$ cat src/rtl/addr_dec_pkg.sv
package addr_dec_pkg;

  localparam int NUM_REGIONS = 5;

  localparam int RG_ROM  = 0;
  localparam int RG_RAM  = 1;
  localparam int RG_VRAM = 2;
  localparam int RG_MAP  = 3;
  localparam int RG_IO   = 4;

  typedef enum logic [1:0] {
    SZ_BYTE = 2'd0,
    SZ_WORD = 2'd1,
    SZ_LONG = 2'd2,
    SZ_RSVD = 2'd3
  } acc_size_e;

  localparam logic [23:0] OVERLAY_BIT = 24'h80_0000;
  localparam logic [23:0] ROM_LO      = 24'h80_0000;
  localparam logic [23:0] ROM_HI      = 24'hBF_FFFF;
  localparam logic [23:0] VRAM_LO     = 24'h42_0000;
  localparam logic [23:0] VRAM_HI     = 24'h42_7FFF;
  localparam logic [23:0] MAP_LO      = 24'h40_0000;
  localparam logic [23:0] MAP_HI      = 24'h40_07FF;
  localparam logic [23:0] CTL_ADDR    = 24'hE4_3000;
  localparam logic [23:0] LED_ADDR    = 24'h4A_0000;

  localparam int VRAM_AW = 15;
  localparam int MAP_AW  = 11;

endpackage

$ cat src/rtl/addr_dec_region.sv
module addr_dec_region
  import addr_dec_pkg::*;
#(
  parameter int RAM_BYTES = 512 * 1024
) (
  input  logic [23:0]            eff_addr,
  output logic [NUM_REGIONS-1:0] region
);

  localparam logic [24:0] RAM_LIMIT = 25'(RAM_BYTES);

  logic in_rom, in_ram, in_vram, in_map;

  always_comb begin
    in_rom  = (eff_addr >= ROM_LO) && (eff_addr <= ROM_HI);
    in_ram  = ({1'b0, eff_addr} < RAM_LIMIT);
    in_vram = (eff_addr >= VRAM_LO) && (eff_addr <= VRAM_HI);
    in_map  = (eff_addr >= MAP_LO) && (eff_addr <= MAP_HI);
  end

  // Priority: ROM, RAM, video RAM, map RAM, then I/O catches the rest
  always_comb begin
    region = '0;
    if (in_rom)       region[RG_ROM]  = 1'b1;
    else if (in_ram)  region[RG_RAM]  = 1'b1;
    else if (in_vram) region[RG_VRAM] = 1'b1;
    else if (in_map)  region[RG_MAP]  = 1'b1;
    else              region[RG_IO]   = 1'b1;
  end

  always_comb begin
    a_region_onehot_r7: assert ($countones(region) == 1)
      else $error("region decode not one-hot");
  end

endmodule

$ cat src/rtl/addr_dec_fill.sv
module addr_dec_fill
  import addr_dec_pkg::*;
#(
  parameter int FILL_W = 32
) (
  input  logic [1:0]        size,
  output logic [FILL_W-1:0] pattern
);

  localparam int LANES = FILL_W / 8;

  int unsigned live_lanes;

  always_comb begin
    case (acc_size_e'(size))
      SZ_BYTE: live_lanes = 1;
      SZ_WORD: live_lanes = 2;
      default: live_lanes = LANES;
    endcase
  end

  for (genvar g = 0; g < LANES; g++) begin : g_lane
    assign pattern[8*g +: 8] = (g < live_lanes) ? 8'hFF : 8'h00;
  end

endmodule

$ cat src/rtl/addr_dec_ctl.sv
module addr_dec_ctl
  import addr_dec_pkg::*;
(
  input  logic        clk,
  input  logic        rst,
  input  logic        io_wr,
  input  logic [23:0] eff_addr,
  input  logic [1:0]  size,
  input  logic [15:0] wdata,
  output logic        overlay_off,
  output logic [3:0]  led_n
);

  logic ctl_hit, led_hit, flag_next;

  always_comb begin
    ctl_hit   = io_wr && (eff_addr == CTL_ADDR);
    led_hit   = io_wr && (eff_addr == LED_ADDR) && (acc_size_e'(size) == SZ_WORD);
    flag_next = (acc_size_e'(size) == SZ_BYTE) ? wdata[7] : wdata[15];
  end

  always_ff @(posedge clk) begin
    if (rst) begin
      overlay_off <= 1'b0;
      led_n       <= 4'hF;
    end else begin
      if (ctl_hit) overlay_off <= flag_next;
      if (led_hit) led_n       <= wdata[11:8];
    end
  end

  p_flag_hold_r8: assert property (@(posedge clk) disable iff (rst)
    !io_wr |=> $stable(overlay_off))
    else $error("overlay flag changed without an I/O write");

  p_led_size_r9: assert property (@(posedge clk) disable iff (rst)
    (io_wr && (size != 2'd1)) |=> $stable(led_n))
    else $error("LED register changed on a non-word write");

  p_led_hold_r9: assert property (@(posedge clk) disable iff (rst)
    !io_wr |=> $stable(led_n))
    else $error("LED register changed without an I/O write");

endmodule

$ cat src/rtl/sys_addr_decoder.sv
module sys_addr_decoder
  import addr_dec_pkg::*;
#(
  parameter int RAM_BYTES = 512 * 1024,
  parameter int ROM_AW    = 15,
  parameter int FILL_W    = 32,
  localparam int RAM_AW   = $clog2(RAM_BYTES)
) (
  input  logic                   clk,
  input  logic                   rst,
  input  logic [23:0]            cpu_addr,
  input  logic                   cpu_rd,
  input  logic                   cpu_wr,
  input  logic [1:0]             cpu_size,
  input  logic [15:0]            cpu_wdata,
  output logic [NUM_REGIONS-1:0] dev_sel,
  output logic                   dev_we,
  output logic                   dev_re,
  output logic [ROM_AW-1:0]      rom_addr,
  output logic [RAM_AW-1:0]      ram_addr,
  output logic [VRAM_AW-1:0]     vram_addr,
  output logic [MAP_AW-1:0]      map_addr,
  output logic [FILL_W-1:0]      fill_data,
  output logic                   fill_valid,
  output logic                   rom_overlay_off,
  output logic [3:0]             led_n
);

  logic [23:0]            eff_addr;
  logic [NUM_REGIONS-1:0] region;
  logic [FILL_W-1:0]      fill_pat;
  logic                   access;

  always_comb begin
    eff_addr = rom_overlay_off ? cpu_addr : (cpu_addr | OVERLAY_BIT);
    access   = cpu_rd || cpu_wr;
  end

  addr_dec_region #(
    .RAM_BYTES (RAM_BYTES)
  ) u_region (
    .eff_addr (eff_addr),
    .region   (region)
  );

  addr_dec_fill #(
    .FILL_W (FILL_W)
  ) u_fill (
    .size    (cpu_size),
    .pattern (fill_pat)
  );

  addr_dec_ctl u_ctl (
    .clk         (clk),
    .rst         (rst),
    .io_wr       (cpu_wr && region[RG_IO]),
    .eff_addr    (eff_addr),
    .size        (cpu_size),
    .wdata       (cpu_wdata),
    .overlay_off (rom_overlay_off),
    .led_n       (led_n)
  );

  always_ff @(posedge clk) begin
    if (rst) begin
      dev_sel    <= '0;
      dev_we     <= 1'b0;
      dev_re     <= 1'b0;
      rom_addr   <= '0;
      ram_addr   <= '0;
      vram_addr  <= '0;
      map_addr   <= '0;
      fill_data  <= '0;
      fill_valid <= 1'b0;
    end else begin
      dev_sel    <= access ? region : '0;
      dev_re     <= cpu_rd;
      dev_we     <= cpu_wr && !region[RG_ROM];
      rom_addr   <= eff_addr[ROM_AW-1:0];
      ram_addr   <= eff_addr[RAM_AW-1:0];
      vram_addr  <= eff_addr[VRAM_AW-1:0];
      map_addr   <= eff_addr[MAP_AW-1:0];
      fill_valid <= cpu_rd && region[RG_IO];
      fill_data  <= (cpu_rd && region[RG_IO]) ? fill_pat : '0;
    end
  end

  p_sel_onehot_r7: assert property (@(posedge clk) disable iff (rst)
    access |=> ($countones(dev_sel) == 1))
    else $error("select not one-hot after access");

  p_idle_nosel_r7: assert property (@(posedge clk) disable iff (rst)
    !access |=> (dev_sel == '0))
    else $error("select asserted without strobe");

  p_rom_nowe_r3: assert property (@(posedge clk) disable iff (rst)
    dev_sel[RG_ROM] |-> !dev_we)
    else $error("write enable to ROM");

  p_overlay_low_rom_r2: assert property (@(posedge clk) disable iff (rst)
    (!rom_overlay_off && access && (cpu_addr < 24'h40_0000)) |=> dev_sel[RG_ROM])
    else $error("overlay did not steer low address to ROM");

  p_fill_io_r10: assert property (@(posedge clk) disable iff (rst)
    fill_valid |-> (dev_sel[RG_IO] && dev_re))
    else $error("fill data outside an I/O read");

endmodule

$ cat config.mk
export PLATFORM = sky130hd
export DESIGN_NAME = sys_addr_decoder
export DESIGN_NICKNAME = d
export VERILOG_FILES = /design/src/rtl/addr_dec_pkg.sv /design/src/rtl/addr_dec_region.sv /design/src/rtl/addr_dec_fill.sv /design/src/rtl/addr_dec_ctl.sv /design/src/rtl/sys_addr_decoder.sv
export SDC_FILE = /design/constraint.sdc
export NUM_CORES = 1
export LEC_CHECK = 0
export BUFFER_PORTS_ARGS = -buffer_cell sky130_fd_sc_hd__buf_2
export CORE_MARGIN = 1
export CORE_UTILIZATION = 35
export CTS_BUF_LIST = sky130_fd_sc_hd__clkbuf_16
export DETAILED_ROUTE_END_ITERATION = 8
export PLACE_DENSITY = 0.81
export RECOVER_POWER = 25
export SLEW_MARGIN = 5
export SYNTH_ARGS = -nofsm -noshare
export SYNTH_HDL_FRONTEND = slang
export SYNTH_SLANG_ARGS = --single-unit
export TNS_END_PERCENT = 100
$ cat constraint.sdc
create_clock -name clk -period 1.7 [get_ports clk]
set_input_delay 0.085 -clock clk [delete_from_list [all_inputs] [get_ports clk]]
set_output_delay 0.085 -clock clk [all_outputs]
set_load 0.005 [all_outputs]
Word-level counts from Yosys, hierarchy flattened
Cells that the tools add are included.
Operators by class
  order comparisons: 11
  equal/unequal tests: 3
  mux-type cells: 15
  bitwise logic cells: 2
  reduce and logical (&&, ||, !) cells: 17
Operators with widths (number)
  $ge 24x23->1 const B: 2
  $le 24x23->1 const B: 2
  $mux 8: 4
  $eq 24x23->1 const B: 1
  $eq 24x24->1 const B: 1
  $ge 24x24->1 const B: 1
  $le 24x24->1 const B: 1
  $lt 24x20->1 const B: 1
  $mux 24: 1
  $logic_and 1x1->1: 9
  $lt 1x3->1 const A: 2
  $lt 2x3->1 const A: 2
  $mux 1: 6
  $pmux 3 s2: 1
  $reduce_or 5->1: 1
  $mux 4: 1
  $reduce_or 2->1: 2
  $reduce_or 4->1: 1
  $mux 3: 1
  $reduce_or 3->1: 1
  $eq 2x1->1 const B: 1
  $logic_not 2->1: 1
  $mux 2: 1
  $not 1->1: 2
  other kinds (2): 2
Storage, ports and cells
  bits in registers: 90
  output and inout bits: 105
  logic and storage cells: 61

Logic depth before layout (Yosys ltp)
  word-level depth: 10
  mapped depth: 5
  gate-level depth less buffers: 5

By module
A second synthesis with hierarchy kept.
Second synthesis, totals
  cell total of the unflattened synthesis: 253
  area, all modules: 2727.6 um^2
By module, submodules not included
  sys_addr_decoder: times used 1, cells each 167, area each 2004.4 um^2, seq. area each 1181.1 um^2
  addr_dec_ctl: times used 1, cells each 38, area each 365.4 um^2, seq. area each 100.1 um^2
  addr_dec_fill: times used 1, cells each 35, area each 264.0 um^2, seq. area each 0.0 um^2
  addr_dec_region: times used 1, cells each 13, area each 93.8 um^2, seq. area each 0.0 um^2

Worst setup path before layout
Ideal clock, no wire load.
  kind: register to register
  start point: register u_ctl.overlay_off
  end point: register u_ctl.overlay_off
  data arrival time: 1616 ps
  path slack: -40 ps
  stages on the path, launching flop included: 6
  path through: dfxtp_1 > nand2b_1 > or4_4 > o211a_4 > nand4_2 > mux2_1
On the way
  word-level cells in the longest chain between the ends: 9
  elaborated cells on any way between the ends: 18
  those cells by class: 7 x order compare; 1 x eq/ne; 5 x mux; 5 x reduce/logical
RTL lines
  start: declaration: RTL line addr_dec_ctl.sv:10  | output logic overlay_off,
  start signal: assignment: RTL line addr_dec_ctl.sv:27  | if (ctl_hit) overlay_off <= flag_next;
  $mux 24 *: RTL line sys_addr_decoder.sv:35  | eff_addr = rom_overlay_off ? cpu_addr : (cpu_addr | OVERLAY_BIT);
  $ge 24x23->1 or $le 24x23->1 (tied branches): RTL line addr_dec_region.sv:18  | in_map = (eff_addr >= MAP_LO) && (eff_addr <= MAP_HI);
  $logic_and 1x1->1: RTL line addr_dec_region.sv:18
  $mux 1: RTL line addr_dec_region.sv:27  | else if (in_map) region[RG_MAP] = 1'b1;
  $mux 2: RTL line addr_dec_region.sv:26  | else if (in_vram) region[RG_VRAM] = 1'b1;
  $mux 3: RTL line addr_dec_region.sv:25  | else if (in_ram) region[RG_RAM] = 1'b1;
  $mux 4: RTL line addr_dec_region.sv:24  | if (in_rom) region[RG_ROM] = 1'b1;
  $logic_and 1x1->1: RTL line sys_addr_decoder.sv:56  | .io_wr (cpu_wr && region[RG_IO]),
  $logic_and 1x1->1 *: RTL line addr_dec_ctl.sv:17  | ctl_hit = io_wr && (eff_addr == CTL_ADDR);
Mark *: on every way between the ends. The rest lies on a longest branch, timed or not.
A chain may end at the register's enable or synchronous reset.

Worst setup path after layout
Ends and elaborated chain as after synthesis.

==> flow_summary.ini <==
[place]
place.gp.congestion = 0.957
io_buffers = 140
dpl.hpwl_um = 3360

[critical_path]
arrival_ps = 1830
r2r_slack_ps = 30
worstSetupPathType = reg2reg
r2r_end = u_ctl.overlay_off
crit_path_start = u_ctl.overlay_off
r2r_cells = 5
crit_path_start_kind = flip-flop
cp-end-kind = flip-flop
endpoint = u_ctl.overlay_off
cp_max_fo = 3
crit_required_ps = 1860
regToRegStartpoint = u_ctl.overlay_off

[sta]
rsz0062_at_grt = true
clock_skew_ps = 2.12
worst_pin_slew_ps = 858
fmax_mhz = 600
setup_viol_count_final = 0
hold_viol = 0
slew-limit-headroom_pct = 42.8
slew_violations = 0
fin_crit_sh_pct = 98.1
fin_crit_ps = 1670

[power_and_ir_drop]
total_power_mw = 2.00
seqPwrFrac_pct = 45.0
p_clk_share_pct = 42.1
total_leakage_power_nw = 1.25
pwr_density_cell_nw_per_um2 = 849
switching_power_mw = 0.457
swShare_pct = 22.9
internal-power_mw = 1.54
combPwrFrac_pct = 13.0
ir_worst_vdd_mv = 0.328

[drt]
vias_per_cell = 4.31
ant_nets = 0
wl_per_cell_um = 12.1
post-route-drc-count = 0
firstDrtPassIters = 4
drtIter0Drc = 34
vias = 1510
drt-total-wl_um = 4250

[synthesis]
ys_seq_area_share_pct = 39.9
syn_avg_cell_area_um2 = 9.45
async_flop_share_pct = 0
syn_inst = 191
syn_nets = 238
yosysWarnings = 0
synth_cell_types = 32
synth_edf_count = 0
synth_flop_cell = dfxtp_1
synth-seq-cells = 36
synth_area_um2 = 1800

[die]
die_area_um2 = 5450
die_w_um = 73.8
core_area_um2 = 4850
row_count = 25
ios = 151
start_util_pct = 37.2
dieHeight_um = 73.8

[cts]
root_buffer = clkbuf_16
path_clk_slew_ps = 50
numCtsBuffers = 5
ctsHoldBuffers = 0
cts-htree-levels = 2
worstSkewPairLatency_ps = 280
clk_path_buf_depth = 2
cts_sinks = 36
tritoncts = done

[cells_and_area]
antenna_cells = 0
multi_input_area_um2 = 584
nets = 330
fin_util_pct = 48.6
n_fill_cell = 473
area_growth_pct = 30.6
seqCellArea_um2 = 722
layout-drive-gt1-share_pct = 58.3

[global_routing]
grt_overflow = 0
grt_max_degree = 17
antenna_found_initial = 0
first_global_vias = 1251
grt_pass1_wl_um = 5910
grt_usage_pct = 14.9

[status]
status = finished clean

[min_path]
worstHoldStart = cpu_addr[9]
hold_path_class = in2reg

[run]
cap_violations = 0
-- layout by cell type, fill, tap and decap left out, types with 2 or more instances in the layout --
cell type  netlist  final
a41oi_2          0      4
and2_1           2      2
buf_2            0    130
buf_4           69     16
clkbuf_1         3     10
clkbuf_16        0      5
dfxtp_1         36     35
inv_1            1      2
nand2_1          8      8
nand2b_1         3      3
nor2_1           5      5
nor2b_1         23     23
nor3_1           7      7
nor3b_1          3      3
nor4_1           4      4
o21ai_0          4      3
o21ai_1          1      2
o21bai_1         2      2
-- through the flow --
step	setup WS, ps	hold slack [ps]	cells	TNS [ps]	area (um^2)
floorplan	-14.5	161	191	-14.5	1810
global placement	8.22	310	341	0	2190
CTS	9.92	32.3	349	0	2330
global route	-8.38	46.1	350	-8.59	2360
detailed placement	-22.7	317	341	-79.0	2190
finish	32.1	34.3	350	0	2360
-- metal layers --
metal  track usage [%]  share of wire (%)
met1              17.5                 43
met2              25.2                 50
met3              5.08                6.7
met4              5.13               0.71
met5                 0                  0
-- logic make-up after synthesis --
family	count (synthesis)	synth area share, %
buffers and inverters	73	29.5
AND/OR/NAND/NOR	65	22.2
flip-flops	36	39.9
AO/OA/AOI/OAI	15	7.00
multiplexers	1	0.624
adder cells (fa/ha/maj)	1	0.693
-- worst min-delay path by stage --
| stage | to | cells past startpoint |
|---|---|---|
| detailed placement | ram_addr[9] | 2 |
| floorplan | dev_sel[1] | 1 |
| global route | ram_addr[4] | 2 |
| finish | ram_addr[9] | 2 |
| global placement | ram_addr[5] | 2 |
| CTS | ram_addr[9] | 2 |
-- Yosys cell counts (all sizes together) (2+ instances only) --
library cell / n / area, um^2
buf: 69 / 518
dfxtp: 36 / 721
nor2b: 23 / 144
nand2: 8 / 30.0
nor3: 7 / 35.0
nor2: 5 / 18.8
nor4: 5 / 37.5
o21ai: 5 / 25.0
a41oi: 4 / 35.0
clkbuf: 3 / 11.3
nand2b: 3 / 18.8
nor3b: 3 / 22.5
and2: 2 / 12.5
o21bai: 2 / 15.0
or4: 2 / 18.8
-- area by class of cell --
cell class	count	share of cell area, %
clock buffer	5	5.31
clock inverter	2	0.372
inverter	1	0.159
multi-input combinational	82	24.8
sequential	36	30.6
tap	67	3.56
timing repair buffer	157	35.2
-- critical path, stage by stage (launching register included) --
cell and delay (ps):
dfxtp_2 320, nand2b_1 70, or4_4 500, o211a_4 270, nand4_2 90, mux2_4 300
-- registers in the layout, indices dropped and copies added, names as in the netlist --
name,flops
ram_addr,19
fill_data,4
dev_re,1
fill_valid,1
u_ctl.overlay_off,1
dev_sel,5
u_ctl.led_n,4
dev_we,1
-- power groups by stage --
stage / clock, mW / combinational, mW / sequential, mW
global route: 0.904 / 0.290 / 0.905
global placement: 0 / 0.257 / 0.914
detailed placement: 0 / 0.260 / 0.917
CTS: 0.867 / 0.261 / 0.899
finish: 0.841 / 0.259 / 0.899
floorplan: 0 / 0.169 / 0.923
-- timing repair --
action | 4_1_cts | 5_1_grt
setup endpoints to repair | 5 | 5
pin swaps | 2 | 2
buffers inserted | 1 | 1
gates resized for setup | 0 | 5
No activity file was read; power rests on OpenSTA's default activity.
